### src/rtl/spi_wm_pkg.sv
package spi_wm_pkg;
  localparam logic [8:0] ADR_CMD = 9'h000;
  localparam logic [8:0] ADR_XST = 9'h010;
  localparam logic [8:0] ADR_FST = 9'h014;
  localparam logic [8:0] ADR_TXP = 9'h108;
  localparam logic [8:0] ADR_RXP = 9'h188;

  localparam int B_GO     = 31;
  localparam int B_RDY    = 30;
  localparam int B_CPOL   = 29;
  localparam int B_CPHA   = 28;
  localparam int B_CSSW   = 21;
  localparam int B_CSVAL  = 20;
  localparam int B_LSBBIT = 16;
  localparam int B_RXEN   = 12;
  localparam int B_TXEN   = 11;
  localparam int B_RXFL   = 15;
  localparam int B_TXFL   = 14;

  // position inside the word of the idx-th bit on the wire
  function automatic logic [4:0] wire_slot(input logic [4:0] idx,
                                           input logic [4:0] len_m1,
                                           input logic lsb_first);
    return lsb_first ? idx : (len_m1 - idx);
  endfunction

  // edge number e (0 = first leading edge) samples when its parity equals cpha
  function automatic logic is_sample_edge(input logic e_lsb, input logic cpha);
    return e_lsb == cpha;
  endfunction
endpackage

### src/rtl/spi_wm_fifo.sv
module spi_wm_fifo #(
  parameter int W     = 32,
  parameter int DEPTH = 4
) (
  input  logic         clk,
  input  logic         rst_n,
  input  logic         flush,
  input  logic         push,
  input  logic [W-1:0] wdata,
  input  logic         pop,
  output logic [W-1:0] rdata,
  output logic         full,
  output logic         empty
);
  localparam int AW = (DEPTH > 1) ? $clog2(DEPTH) : 1;
  localparam int CW = AW + 1;

  logic [W-1:0]  mem [DEPTH];
  logic [AW-1:0] wp, rp;
  logic [CW-1:0] cnt;

  assign full  = (cnt == CW'(DEPTH));
  assign empty = (cnt == '0);
  assign rdata = empty ? '0 : mem[rp];

  wire do_push = push && !full;
  wire do_pop  = pop && !empty;

  function automatic logic [AW-1:0] bump(input logic [AW-1:0] p);
    return (p == AW'(DEPTH - 1)) ? '0 : p + AW'(1);
  endfunction

  always_ff @(posedge clk or negedge rst_n) begin
    if (!rst_n) begin
      wp  <= '0;
      rp  <= '0;
      cnt <= '0;
    end else if (flush) begin
      wp  <= '0;
      rp  <= '0;
      cnt <= '0;
    end else begin
      if (do_push) wp <= bump(wp);
      if (do_pop)  rp <= bump(rp);
      cnt <= cnt + CW'(do_push) - CW'(do_pop);
    end
  end

  always_ff @(posedge clk) begin
    if (do_push && !flush) mem[wp] <= wdata;
  end
endmodule

### src/rtl/spi_wm_shifter.sv
module spi_wm_shifter
  import spi_wm_pkg::*;
#(
  parameter int HALF_DIV = 4
) (
  input  logic        clk,
  input  logic        rst_n,
  input  logic        start,
  input  logic [4:0]  len_m1,
  input  logic        cpol,
  input  logic        cpha,
  input  logic        lsb_first,
  input  logic [31:0] tx_word,
  input  logic        miso,
  output logic        busy,
  output logic        done,
  output logic [31:0] rx_word,
  output logic        sck,
  output logic        mosi
);
  localparam int DW = (HALF_DIV > 1) ? $clog2(HALF_DIV) : 1;

  logic [DW-1:0] div_cnt;
  logic [5:0]    edge_idx;
  logic          phase, cpol_l, cpha_l, lsb_l, mosi_q;
  logic [4:0]    len_l;
  logic [31:0]   txw, rxw;

  wire       tick      = busy && (div_cnt == DW'(HALF_DIV - 1));
  wire       last_edge = (edge_idx == {len_l, 1'b1});
  wire [4:0] cur_bit   = edge_idx[5:1];
  wire [4:0] nxt_bit   = cur_bit + 5'd1;

  assign sck     = busy ? (cpol_l ^ phase) : cpol;
  assign mosi    = mosi_q;
  assign rx_word = rxw;

  always_ff @(posedge clk or negedge rst_n) begin
    if (!rst_n) begin
      busy     <= 1'b0;
      done     <= 1'b0;
      div_cnt  <= '0;
      edge_idx <= '0;
      phase    <= 1'b0;
      cpol_l   <= 1'b0;
      cpha_l   <= 1'b0;
      lsb_l    <= 1'b0;
      len_l    <= '0;
      txw      <= '0;
      rxw      <= '0;
      mosi_q   <= 1'b0;
    end else begin
      done <= 1'b0;
      if (!busy && start) begin
        busy     <= 1'b1;
        div_cnt  <= '0;
        edge_idx <= '0;
        phase    <= 1'b0;
        cpol_l   <= cpol;
        cpha_l   <= cpha;
        lsb_l    <= lsb_first;
        len_l    <= len_m1;
        txw      <= tx_word;
        rxw      <= '0;
        mosi_q   <= cpha ? 1'b0 : tx_word[wire_slot(5'd0, len_m1, lsb_first)];
      end else if (busy) begin
        if (!tick) begin
          div_cnt <= div_cnt + DW'(1);
        end else begin
          div_cnt  <= '0;
          phase    <= ~phase;
          edge_idx <= edge_idx + 6'd1;
          if (is_sample_edge(edge_idx[0], cpha_l))
            rxw[wire_slot(cur_bit, len_l, lsb_l)] <= miso;
          else if (cpha_l)
            mosi_q <= txw[wire_slot(cur_bit, len_l, lsb_l)];
          else if (!last_edge)
            mosi_q <= txw[wire_slot(nxt_bit, len_l, lsb_l)];
          if (last_edge) begin
            busy <= 1'b0;
            done <= 1'b1;
          end
        end
      end
    end
  end
endmodule

### src/rtl/spi_word_master.sv
module spi_word_master
  import spi_wm_pkg::*;
#(
  parameter int FIFO_DEPTH = 4,
  parameter int HALF_DIV   = 4
) (
  input  logic        clk,
  input  logic        rst_n,
  input  logic        bus_wr,
  input  logic        bus_rd,
  input  logic [8:0]  bus_addr,
  input  logic [31:0] bus_wdata,
  output logic [31:0] bus_rdata,
  output logic        sck,
  output logic [3:0]  cs_n,
  output logic        mosi,
  input  logic        miso
);
  logic [30:0] cmd_q;
  logic        go_q, ready_q, rxfl_q, txfl_q;
  logic [3:0]  err_q;   // {tx_ovf, tx_unr, rx_ovf, rx_unr}

  logic [31:0] tx_head, rx_head, rx_word, tx_word;
  logic        tx_full, tx_empty, rx_full, rx_empty;
  logic        eng_busy, eng_done;

  wire wr_cmd = bus_wr && (bus_addr == ADR_CMD);
  wire wr_xst = bus_wr && (bus_addr == ADR_XST);
  wire wr_fst = bus_wr && (bus_addr == ADR_FST);
  wire wr_txp = bus_wr && (bus_addr == ADR_TXP);
  wire rd_rxp = bus_rd && (bus_addr == ADR_RXP);

  wire tx_en = cmd_q[B_TXEN];
  wire rx_en = cmd_q[B_RXEN];

  // named internal events
  wire start_word   = go_q && !eng_busy;
  wire tx_pop       = start_word && tx_en && !tx_empty;
  wire tx_starved   = start_word && tx_en && tx_empty;
  wire tx_push_drop = wr_txp && tx_full;
  wire rx_push      = eng_done && rx_en;
  wire rx_push_drop = rx_push && rx_full;
  wire rx_pop_empty = rd_rxp && rx_empty;

  assign tx_word = tx_pop ? tx_head : 32'h0;

  spi_wm_fifo #(.W(32), .DEPTH(FIFO_DEPTH)) u_txf (
    .clk(clk), .rst_n(rst_n), .flush(txfl_q),
    .push(wr_txp), .wdata(bus_wdata), .pop(tx_pop),
    .rdata(tx_head), .full(tx_full), .empty(tx_empty));

  spi_wm_fifo #(.W(32), .DEPTH(FIFO_DEPTH)) u_rxf (
    .clk(clk), .rst_n(rst_n), .flush(rxfl_q),
    .push(rx_push), .wdata(rx_word), .pop(rd_rxp),
    .rdata(rx_head), .full(rx_full), .empty(rx_empty));

  spi_wm_shifter #(.HALF_DIV(HALF_DIV)) u_shift (
    .clk(clk), .rst_n(rst_n), .start(start_word),
    .len_m1(cmd_q[4:0]), .cpol(cmd_q[B_CPOL]), .cpha(cmd_q[B_CPHA]),
    .lsb_first(cmd_q[B_LSBBIT]), .tx_word(tx_word), .miso(miso),
    .busy(eng_busy), .done(eng_done), .rx_word(rx_word),
    .sck(sck), .mosi(mosi));

  wire [3:0] err_set = {tx_push_drop, tx_starved, rx_push_drop, rx_pop_empty};
  wire [3:0] err_clr = wr_fst ? bus_wdata[7:4] : 4'h0;

  always_ff @(posedge clk or negedge rst_n) begin
    if (!rst_n) begin
      cmd_q   <= '0;
      go_q    <= 1'b0;
      ready_q <= 1'b0;
      rxfl_q  <= 1'b0;
      txfl_q  <= 1'b0;
      err_q   <= '0;
    end else begin
      if (wr_cmd) cmd_q <= bus_wdata[30:0];
      if (start_word)
        go_q <= 1'b0;
      else if (wr_cmd && bus_wdata[B_GO] && !eng_busy)
        go_q <= 1'b1;
      if (eng_done)
        ready_q <= 1'b1;
      else if (wr_xst && bus_wdata[B_RDY])
        ready_q <= 1'b0;
      rxfl_q <= wr_fst && bus_wdata[B_RXFL];
      txfl_q <= wr_fst && bus_wdata[B_TXFL];
      err_q  <= (err_q & ~err_clr) | err_set;
    end
  end

  // chip select
  logic [3:0] sel_oh;
  logic       cs_act;
  always_comb begin
    sel_oh = 4'b0001 << cmd_q[27:26];
    cs_act = cmd_q[B_CSSW] ? !cmd_q[B_CSVAL] : eng_busy;
    cs_n   = cs_act ? ~sel_oh : 4'hF;
  end

  always_comb begin
    case (bus_addr)
      ADR_CMD: bus_rdata = {go_q, cmd_q};
      ADR_XST: bus_rdata = {1'b0, ready_q, 30'h0};
      ADR_FST: bus_rdata = {16'h0, rxfl_q, txfl_q, 5'h0, |err_q, err_q,
                            tx_full, tx_empty, rx_full, rx_empty};
      ADR_RXP: bus_rdata = rx_head;
      default: bus_rdata = 32'h0;
    endcase
  end
endmodule

### config.mk
export PLATFORM = sky130hd
export DESIGN_NAME = spi_word_master
export DESIGN_NICKNAME = d
export VERILOG_FILES = /design/src/rtl/spi_wm_pkg.sv /design/src/rtl/spi_wm_fifo.sv /design/src/rtl/spi_wm_shifter.sv /design/src/rtl/spi_word_master.sv
export SDC_FILE = /design/constraint.sdc
export NUM_CORES = 1
export LEC_CHECK = 0
export ABC_AREA = 1
export BUFFER_PORTS_ARGS = -buffer_cell sky130_fd_sc_hd__buf_2
export CORE_UTILIZATION = 45
export CTS_CLUSTER_SIZE = 16
export DETAILED_ROUTE_END_ITERATION = 16
export PLACE_DENSITY = 0.63
export SLEW_MARGIN = 20
export SYNTH_ARGS = -nofsm -noshare
export SYNTH_HDL_FRONTEND = slang
export SYNTH_SLANG_ARGS = --single-unit
### constraint.sdc
create_clock -name clk -period 3 [get_ports clk]
set_input_delay 0.6 -clock clk [delete_from_list [all_inputs] [get_ports clk]]
set_output_delay 0.6 -clock clk [all_outputs]
set_load 0.01 [all_outputs]
Word level (Yosys, flattened, before mapping). Memories as Yosys holds them, arrays and structs flattened. Index checks and enable logic that the tools add are counted.

$lt $le $gt $ge: 4. Bitwise gates (word level): 6. $add $sub $neg: 13. Eq/ne operators: 15. Multiplexer cells: 70. Reduce and logical (&&, ||, !) cells: 51. Shift operators: 1.

Operators by type and width (number): $mux 32 (7); $pmux 32 s4 (1); $bwmux 32 (1); $mux 1 (32); $mux 2 (15); $logic_and 1x1->1 (27); $eq 9x5->1 const B (2); $eq 9x9->1 const B (2); $lt 5x6->1 const B (3); $mux 6 (3); $reduce_bool 2->1 (9); $bmux 1 s5 (3); $mux 5 (3); $add 2x1->2 const B (5); $eq 2x2->1 const B (5); $sub 5x5->5 (2); $logic_not 9->1 (1); $logic_not 1->1 (8); $mux 4 (2); $not 4->4 (2); $add 3x1->3 (2); $add 6x1->6 const B (1); $eq 3x3->1 const B (2); $eq 6x6->1 (1); 18 further kinds (21).

Word-level logic and storage cells: 186. Bits in registers: 137. Input bits: 46. Memory bits (writable): 256. Memories kept: 2.

Memories: u_rxf.mem (depth 4, width 32, rd ports 1, clocked after memory_dff 0, write ports 1, line spi_wm_fifo.sv:18) `logic [W-1:0] mem [DEPTH];`; u_txf.mem (depth 4, width 32, rd ports 1, clocked after memory_dff 0, write ports 1, line spi_wm_fifo.sv:18).

Logic depth before layout (Yosys ltp). Gate-level depths: netlist (run 1).

Depth after elaboration: 11. Mapped depth: 18. Depth with buffers taken out: 18.

Modules after synthesis. Synthesis (run 1) repeated with hierarchy kept, for this count alone.

Cells, all modules: 2256. Area total of the unflattened synthesis: 19636.3 um^2.

By module, submodules not included: spi_wm_fifo (instances 2, cells an instance 566, area each 5894.4 um^2); spi_wm_shifter (instances 1, cells an instance 743, area each 5231.3 um^2); spi_word_master (instances 1, cells an instance 381, area each 2616.3 um^2).

Worst setup path after synthesis (run 1). OpenSTA, ideal clock, no wires.

Path kind: input-to-reg. Start: input bus_addr[1]. End: memory u_txf.mem[0][0], enable pin. Cell stages on the path: 7. Buffers on the path: 0. Data required time: 2.579 ns. Data arrival time: 2.830 ns. Library setup time: 0.421 ns. Path slack: -0.251 ns. Path through: nor2_1 inv_2 nor4_2 nand3_1 a21oi_1 nand2_1 nor2_1.

Cells in the longest elaborated chain, start to end: 6.

Ends and longest elaborated chain: start, declared (line spi_word_master.sv:11) `input logic [8:0] bus_addr,`; $eq 9x9->1 (line spi_word_master.sv:30) `wire wr_txp = bus_wr && (bus_addr == ADR_TXP);`; $logic_and 1x1->1 (line spi_word_master.sv:30); $logic_and 1x1->1 (line spi_wm_fifo.sv:26) `wire do_push = push && !full;`; $logic_and 1x1->1 (line spi_wm_fifo.sv:50) `if (do_push && !flush) mem[wp] <= wdata;`; $mux 1 (line spi_wm_fifo.sv:50); $mux 1 (not written as such) (line spi_wm_fifo.sv:50); end, declared (line spi_wm_fifo.sv:18).

Every way passes these cells.

Final worst setup path (run 1).
Start: register u_rxf.rp[1]. End: output bus_rdata[4].

Cells in the longest elaborated chain, start to end: 3.

Ends and longest elaborated chain: start, declared (line spi_wm_fifo.sv:19) `logic [AW-1:0] wp, rp;`; start signal, assigned (line spi_wm_fifo.sv:44) `if (do_pop) rp <= bump(rp);`; $mem_v2 4x32; $mux 32 (line spi_wm_fifo.sv:24) `assign rdata = empty ? '0 : mem[rp];`; $pmux 32 s4 (line spi_word_master.sv:101) `case (bus_addr)`; end, declared (line spi_word_master.sv:13) `output logic [31:0] bus_rdata,`.

Every way passes these cells.

==> reports/metrics.cfg, run 1 <==
[floorplanning]
coreArea_sq_um=39000
start_util_pct=46.1
fp.dieW_um=202
die_area_sq_um=40800
pin_count=84
num_rows=72
fp.dieH_um=202

[clocking]
clk_latency_ns=0.56
numCtsBuffers=42
cts_hold_buf=0
clk_pin_slew_ns=0.06
cts_htree_levels=2
cts.root.buffer_cell=clkbuf_16
clkSinkCount=393
cts.path.max_buffers=3
cts_tree=yes

[synth]
netlist_instances=1833
avgSynthCellArea_sq_um=9.82
async_reset_ff_share_pct=34.9
synth_flop_cell=edfxtp_1
yosysSeqAreaShare_pct=61.8
synth_cell_types=44
ys_ff_latch=393
synth_nets=1907
netlist_area_sq_um=18000
ys_warn_count=0
synth-edff-count=256

[placed_design]
io_buffers=83
dp_hpwl_mm=32.5
gp_congestion=0.889

[drt]
wl_per_cell_um=18.9
avgViaCountPerCell=5.34
drt_iter0_markers=1181
drc=0
final_antenna_net_count=0
vias=13200
drt_first_pass_iters=5
wirelength_mm=46.9

[sta]
max_freq_ghz=0.345
worst_pin_slew_ns=1.06
maxSlewHeadroom_pct=29.2
setup_viol=0
fin_hold_ws_ns=0.0219
finClkSkew_ns=0.0218
report.final.slew_viol_count=0
fin_crit_sh_pct=96.5
finalCriticalPeriod_ns=2.90
rsz0062_at_grt=false
hold_viol=0

[setup_path]
crit_arrival_ns=2.30
worstSetupStartpointType=flop
criticalPathCategory=reg -> out
worst_setup_path_end_kind=primary output
cp.required_ns=2.40
critPathMaxFanout=15

[layout]
mostFrequentLayoutCells=nand2_1, edfxtp_1, nor2_1, inv_1, o21ai_0
fill_cells=3492
area_delta_synth_final_pct=14.2
fin_util_pct=52.7
nets=1999
num_antenna_cells=0
final_common_cell=nand2_1
layout-drive-gt1-share_pct=12.3

[power]
power_density_nw_per_um2=539
leakagePower_nw=8.91
vdd_drop_max_mv=0.410

[flow_run]
max_cap_violations=0

[grt]
grt_pass1_wl_mm=73.1
grt_pass1_vias=12500
grt_overflow=0
grt_max_degree=73
grt_usage_pct=23.4
antenna_found_initial=0

[hold_path]
hp-class=in -> async

[status]
status=finished, final reports clean

[state kept, by name, indices dropped and copies added (netlist names), 3 cells and up]
register and flops:
u_shift.rx_word 32, u_rxf.mem 128, err_q 4, u_rxf.cnt 3
u_shift.edge_idx 6, u_txf.mem 128, cmd_q 31, u_txf.cnt 3
u_shift.txw 32, u_shift.len_l 5
[cell type report]
type,instances,area [sq um],area share [%]
clock inverters,14,121,0.591
clock buffers,64,1220,5.96
repair buffers,131,923,4.49
multi-input cells,1172,5820,28.3
flip-flops and latches,393,11100,54.1
well taps,518,648,3.15
inverters,185,694,3.38
[metal layers]
layer | up-vias | track usage (%) | wire length [um]
met5 | - | 0 | 0
met4 | 0 | 8.12 | 1480
met3 | 71 | 3.87 | 3110
met2 | 480 | 37.7 | 21800
met1 | 6318 | 32.2 | 20400
li1 | 6350 | - | -
[Yosys cell counts, drive strengths merged, types with 5 or more instances]
cell type / count / area [sq um]
inv: 183 / 687
nor4: 6 / 56.3
o22ai: 34 / 213
dfrtp: 137 / 3430
xnor2: 6 / 52.6
mux2: 15 / 169
clkbuf: 39 / 148
edfxtp: 256 / 7690
a22o: 23 / 201
o21ai: 229 / 1150
nand2: 439 / 1680
a21oi: 21 / 109
nor3: 5 / 30.0
nor2: 189 / 759
buf: 44 / 293
ha: 24 / 300
xor2: 6 / 52.6
nand3: 154 / 771
[cell families (layout without fill, tap and decap cells)]
family | Yosys count | in the layout | synth area share (%)
muxes | 15 | 15 | 0.939
AOI/OAI and AO/OA | 319 | 319 | 9.80
buffers and inverters | 268 | 394 | 6.31
adders and majority gates | 28 | 28 | 2.11
DFF | 393 | 393 | 61.8
and+or+nand+nor | 798 | 798 | 18.5
xor gates and xnor gates | 12 | 12 | 0.584
[path summary, 6_finish.rpt]
check	from	slack, ns	cells past startpoint	end
setup / recovery	u_rxf.rp[1]	0.10	6	bus_rdata[4]
hold / removal	rst_n	0.02	1	u_shift.txw[3]
setup reg to reg	u_shift.edge_idx[1]	0.26	15	u_shift.mosi
hold reg to reg	cmd_q[28]	0.47	2	u_shift.cpha_l
max in group asynchronous	rst_n	2.14	2	u_shift.div_cnt[1]
min in group clk	bus_wdata[9]	0.29	1	u_txf.mem[2][9]
[power by group]
| part | internal, mW | switching [mW] |
|---|---|---|
| combinational | 0.0758 | 0.202 |
| clock | 2.85 | 2.14 |
| sequential | 5.78 | 0.0239 |
[critical path, stage by stage, from the launching register on]
cell,delay (ns)
dfrtp_1,0.60
buf_4,0.30
o21ai_0,0.12
o22ai_1,0.21
nand2_1,0.08
o211ai_1,0.22
buf_2,0.22
[what timing repair did]
item,4_1_cts,5_1_grt
setup buffers,0,2
pin swaps,0,0
gates resized for setup,3,0
endpoints found under the setup margin,1,5
[stage by stage]
| stage | cells | area (sq um) | power (mW) | setup TNS (ns) | setup slack (ns) |
|---|---|---|---|---|---|
| CTS | 2475 | 20500 | 11.1 | 0 | 0.0267 |
| detailed placement | 2397 | 19200 | 6.19 | 0 | 0.241 |
| global route | 2477 | 20600 | 11.4 | 0 | 0.00778 |
| finish | 2477 | 20600 | 11.1 | 0 | 0.104 |
| global placement | 2397 | 19200 | 6.18 | 0 | 0.270 |
| floorplan | 1833 | 18000 | 6.01 | -32.10 | -0.251 |
(Power assumes the default switching activity.)
==> inputs of run 2 (changes only) <==
Settings changed: SYNTH_HIERARCHICAL from default to 1.
==> run 2 against run 1 <==
  * Area after synthesis rose by 9.1%
  * Largest cell class unchanged
  * Non-clock buffer count rose by 3
  * First-iteration DRC count fell by 1.5%
  * Largest power group unchanged
  * Sequential share of layout area fell by 4.2 points
  * Sequential power rose by 3.8%
  * Critical path depth rose by 1
  * Final area rose by 8.5%
  * Critical endpoint is now bus_rdata[3]
  * Die area rose by 9.0%
==> reports/metrics.cfg, run 2 <==
[placed_design]
dp_hpwl_mm=34.8
gp_congestion=0.900
dp_cells=2875
io_buffers=83
place_ws_ns=0.0537

[clocking]
cts_setup_buffers=0
cts.root.buffer_cell=clkbuf_16
numCtsBuffers=43
cts.path.max_buffers=3
cts_tree=yes
cts_htree_levels=2
clk_latency_ns=0.57
clkSinkCount=393
clk_pin_slew_ns=0.06

[synth]
yosysSeqAreaShare_pct=56.6
netlist_instances=2256
avgSynthCellArea_sq_um=8.70
synth_nets=2331
synth_top_area_share_pct=39.1
synth_common_cells=nand2_1, inv_1, nand3_1, edfxtp_1, dfrtp_1
ys_warn_count=6
netlist_area_sq_um=19600
synth_flop_cell=edfxtp_1
async_reset_ff_share_pct=34.9
synth_cell_types=40
yosysMostFrequentCell=nand2_1
synth-edff-count=256
yosysTopAreaCell=edfxtp_1
ys_ff_latch=393
synth_area_leaders=edfxtp_1, dfrtp_1, nand2_1

[sta]
worst_pin_slew_ns=0.778
hold_viol=0
setup_viol=0
report.final.slew_viol_count=0
rsz0062_at_grt=false
finClkSkew_ns=0.0207
setup_ws_ns=0.127
max_freq_ghz=0.348
fin_crit_sh_pct=95.8
finalCriticalPeriod_ns=2.87
maxSlewHeadroom_pct=48.2
final.setup.tns_ns=0

[power]
leakagePower_nw=10.1
power_density_nw_per_um2=611
vdd_drop_max_mv=0.458
power_mw=13.6

[floorplanning]
die_area_sq_um=44500
num_rows=76
pin_count=84
fp.dieH_um=211
coreArea_sq_um=43100
fp.dieW_um=211
start_util_pct=45.6

[setup_path]
slowest_delay_ns=0.49
crit_chain=buf_4, nand2_1, nand3_1, a21oi_1, nand3_1, nand3_1, buf_2
cpMaxStageDelayCell=buf_4
crit_arrival_ns=2.27
worst_setup_path_end_kind=primary output
worstSetupStartpointType=flop
criticalPathCategory=reg -> out
cp.required_ns=2.40
cpMostUsedCell=nand3_1
critPathMaxFanout=50

[grt]
grt_pass1_wl_mm=80.5
antenna_found_initial=1
grt_pass1_vias=14600
grt_overflow=0
grt_max_degree=68
grt_usage_pct=23.8

[layout]
layout-drive-gt1-share_pct=11.3
nets=2411
largestRegisters=u_rxf/mem: 128 flops, u_txf/mem: 128 flops
area_delta_synth_final_pct=13.5
layout.area.seq_sq_um=11100
layout.cells.non_filler=2955
final_common_cell=nand2_1
mostFrequentLayoutCells=nand2_1, inv_1, nand3_1, edfxtp_1, dfrtp_1
multi_input_area_sq_um=6390
fin_util_pct=51.7
fill_cells=3895

[drt]
wl_per_cell_um=17.5
avgViaCountPerCell=5.14
drt_first_pass_iters=5
wirelength_mm=51.6
drt_iter0_markers=1163
drc=0
vias=15200
final_antenna_net_count=0

[hold_path]
hp-class=in -> reg

[status]
status=finished, final reports clean

[flow_run]
max_cap_violations=0

-- run 2: changes by cell type after synthesis, moves of 21 or more --
| cell | before | now |
|---|---|---|
| o21ai_1 | 62 | 32 |
| inv_1 | 170 | 412 |
| nand3_1 | 154 | 317 |
| buf_2 | 24 | 55 |
| o21ai_2 | 0 | 21 |
| a22o_1 | 23 | 1 |
| a21oi_1 | 20 | 77 |
| clkbuf_1 | 38 | 16 |
| o21ai_0 | 167 | 77 |
| o22ai_1 | 34 | 0 |
| nor2_1 | 182 | 82 |
| nand2_1 | 433 | 644 |
-- run 2: layout make-up --
class	count	share of cell area, %
Multi-Input combinational cell	1340	28.7
Tap cell	585	3.28
Inverter	424	7.18
Clock inverter	19	1.15
Antenna cell	1	0.0112
Timing Repair Buffer	134	4.35
Sequential cell	393	49.9
Clock buffer	59	5.48
-- run 2: kinds of logic after synthesis --
family / Yosys count / share of synthesized area (%)
xor+xnor: 7 / 0.312
simple gates: 1091 / 24.0
buf+inv: 523 / 11.2
compound gates: 213 / 5.90
fa+ha+maj: 29 / 2.00
flops: 393 / 56.6
-- run 2: power by group --
part / switching [mW] / leakage (nW) / internal (mW)
combinational: 1.49 / 5.19 / 0.611
clock: 2.13 / 0.717 / 3.37
sequential: 0.138 / 4.22 / 5.88
-- run 2: worst max-delay path: cells and delay by family (launching register included) --
family / cells / cell delay [ns]
buffers and inverters: 2 / 0.67
AND/OR/NAND/NOR: 4 / 0.56
flip-flops: 1 / 0.39
AO/OA/AOI/OAI: 1 / 0.10
-- run 2: path summary, 6_finish.rpt --
check / startpoint / to / slack, ns / cells past startpoint
min: bus_wdata[23] / u_txf/mem[1][23] / 0.27 / 1
max reg2reg: u_shift/edge_idx[1] / u_shift/mosi / 0.24 / 16
min in group asynchronous: rst_n / u_shift/rx_word[8] / 0.55 / 2
min reg2reg: ready_q / ready_q / 0.49 / 2
max: u_rxf/rp[0] / bus_rdata[3] / 0.13 / 7
max in group asynchronous: rst_n / u_shift/rx_word[26] / 1.74 / 3
-- run 2: metrics by stage --
step | hold slack [ns] | instance area [sq um]
floorplan | 0.304 | 19600
global placement | 0.457 | 20800
detailed placement | 0.467 | 20800
CTS | 0.244 | 22300
global route | 0.270 | 22300
finish | 0.271 | 22300
-- run 2: timing repair --
item	4_1_cts	5_1_grt
setup endpoints to repair	0	8
hold endpoints to repair	34	0
hold buffers	1	0
resized for setup	0	5
-- run 2: routing by layer --
metal	up-vias	part of all wire, %	global-route usage, %
li1	7347	-	-
met1	7256	42	31.2
met2	494	47	38.9
met3	96	6.5	3.54
met4	0	4.0	11.2
met5	-	0	0
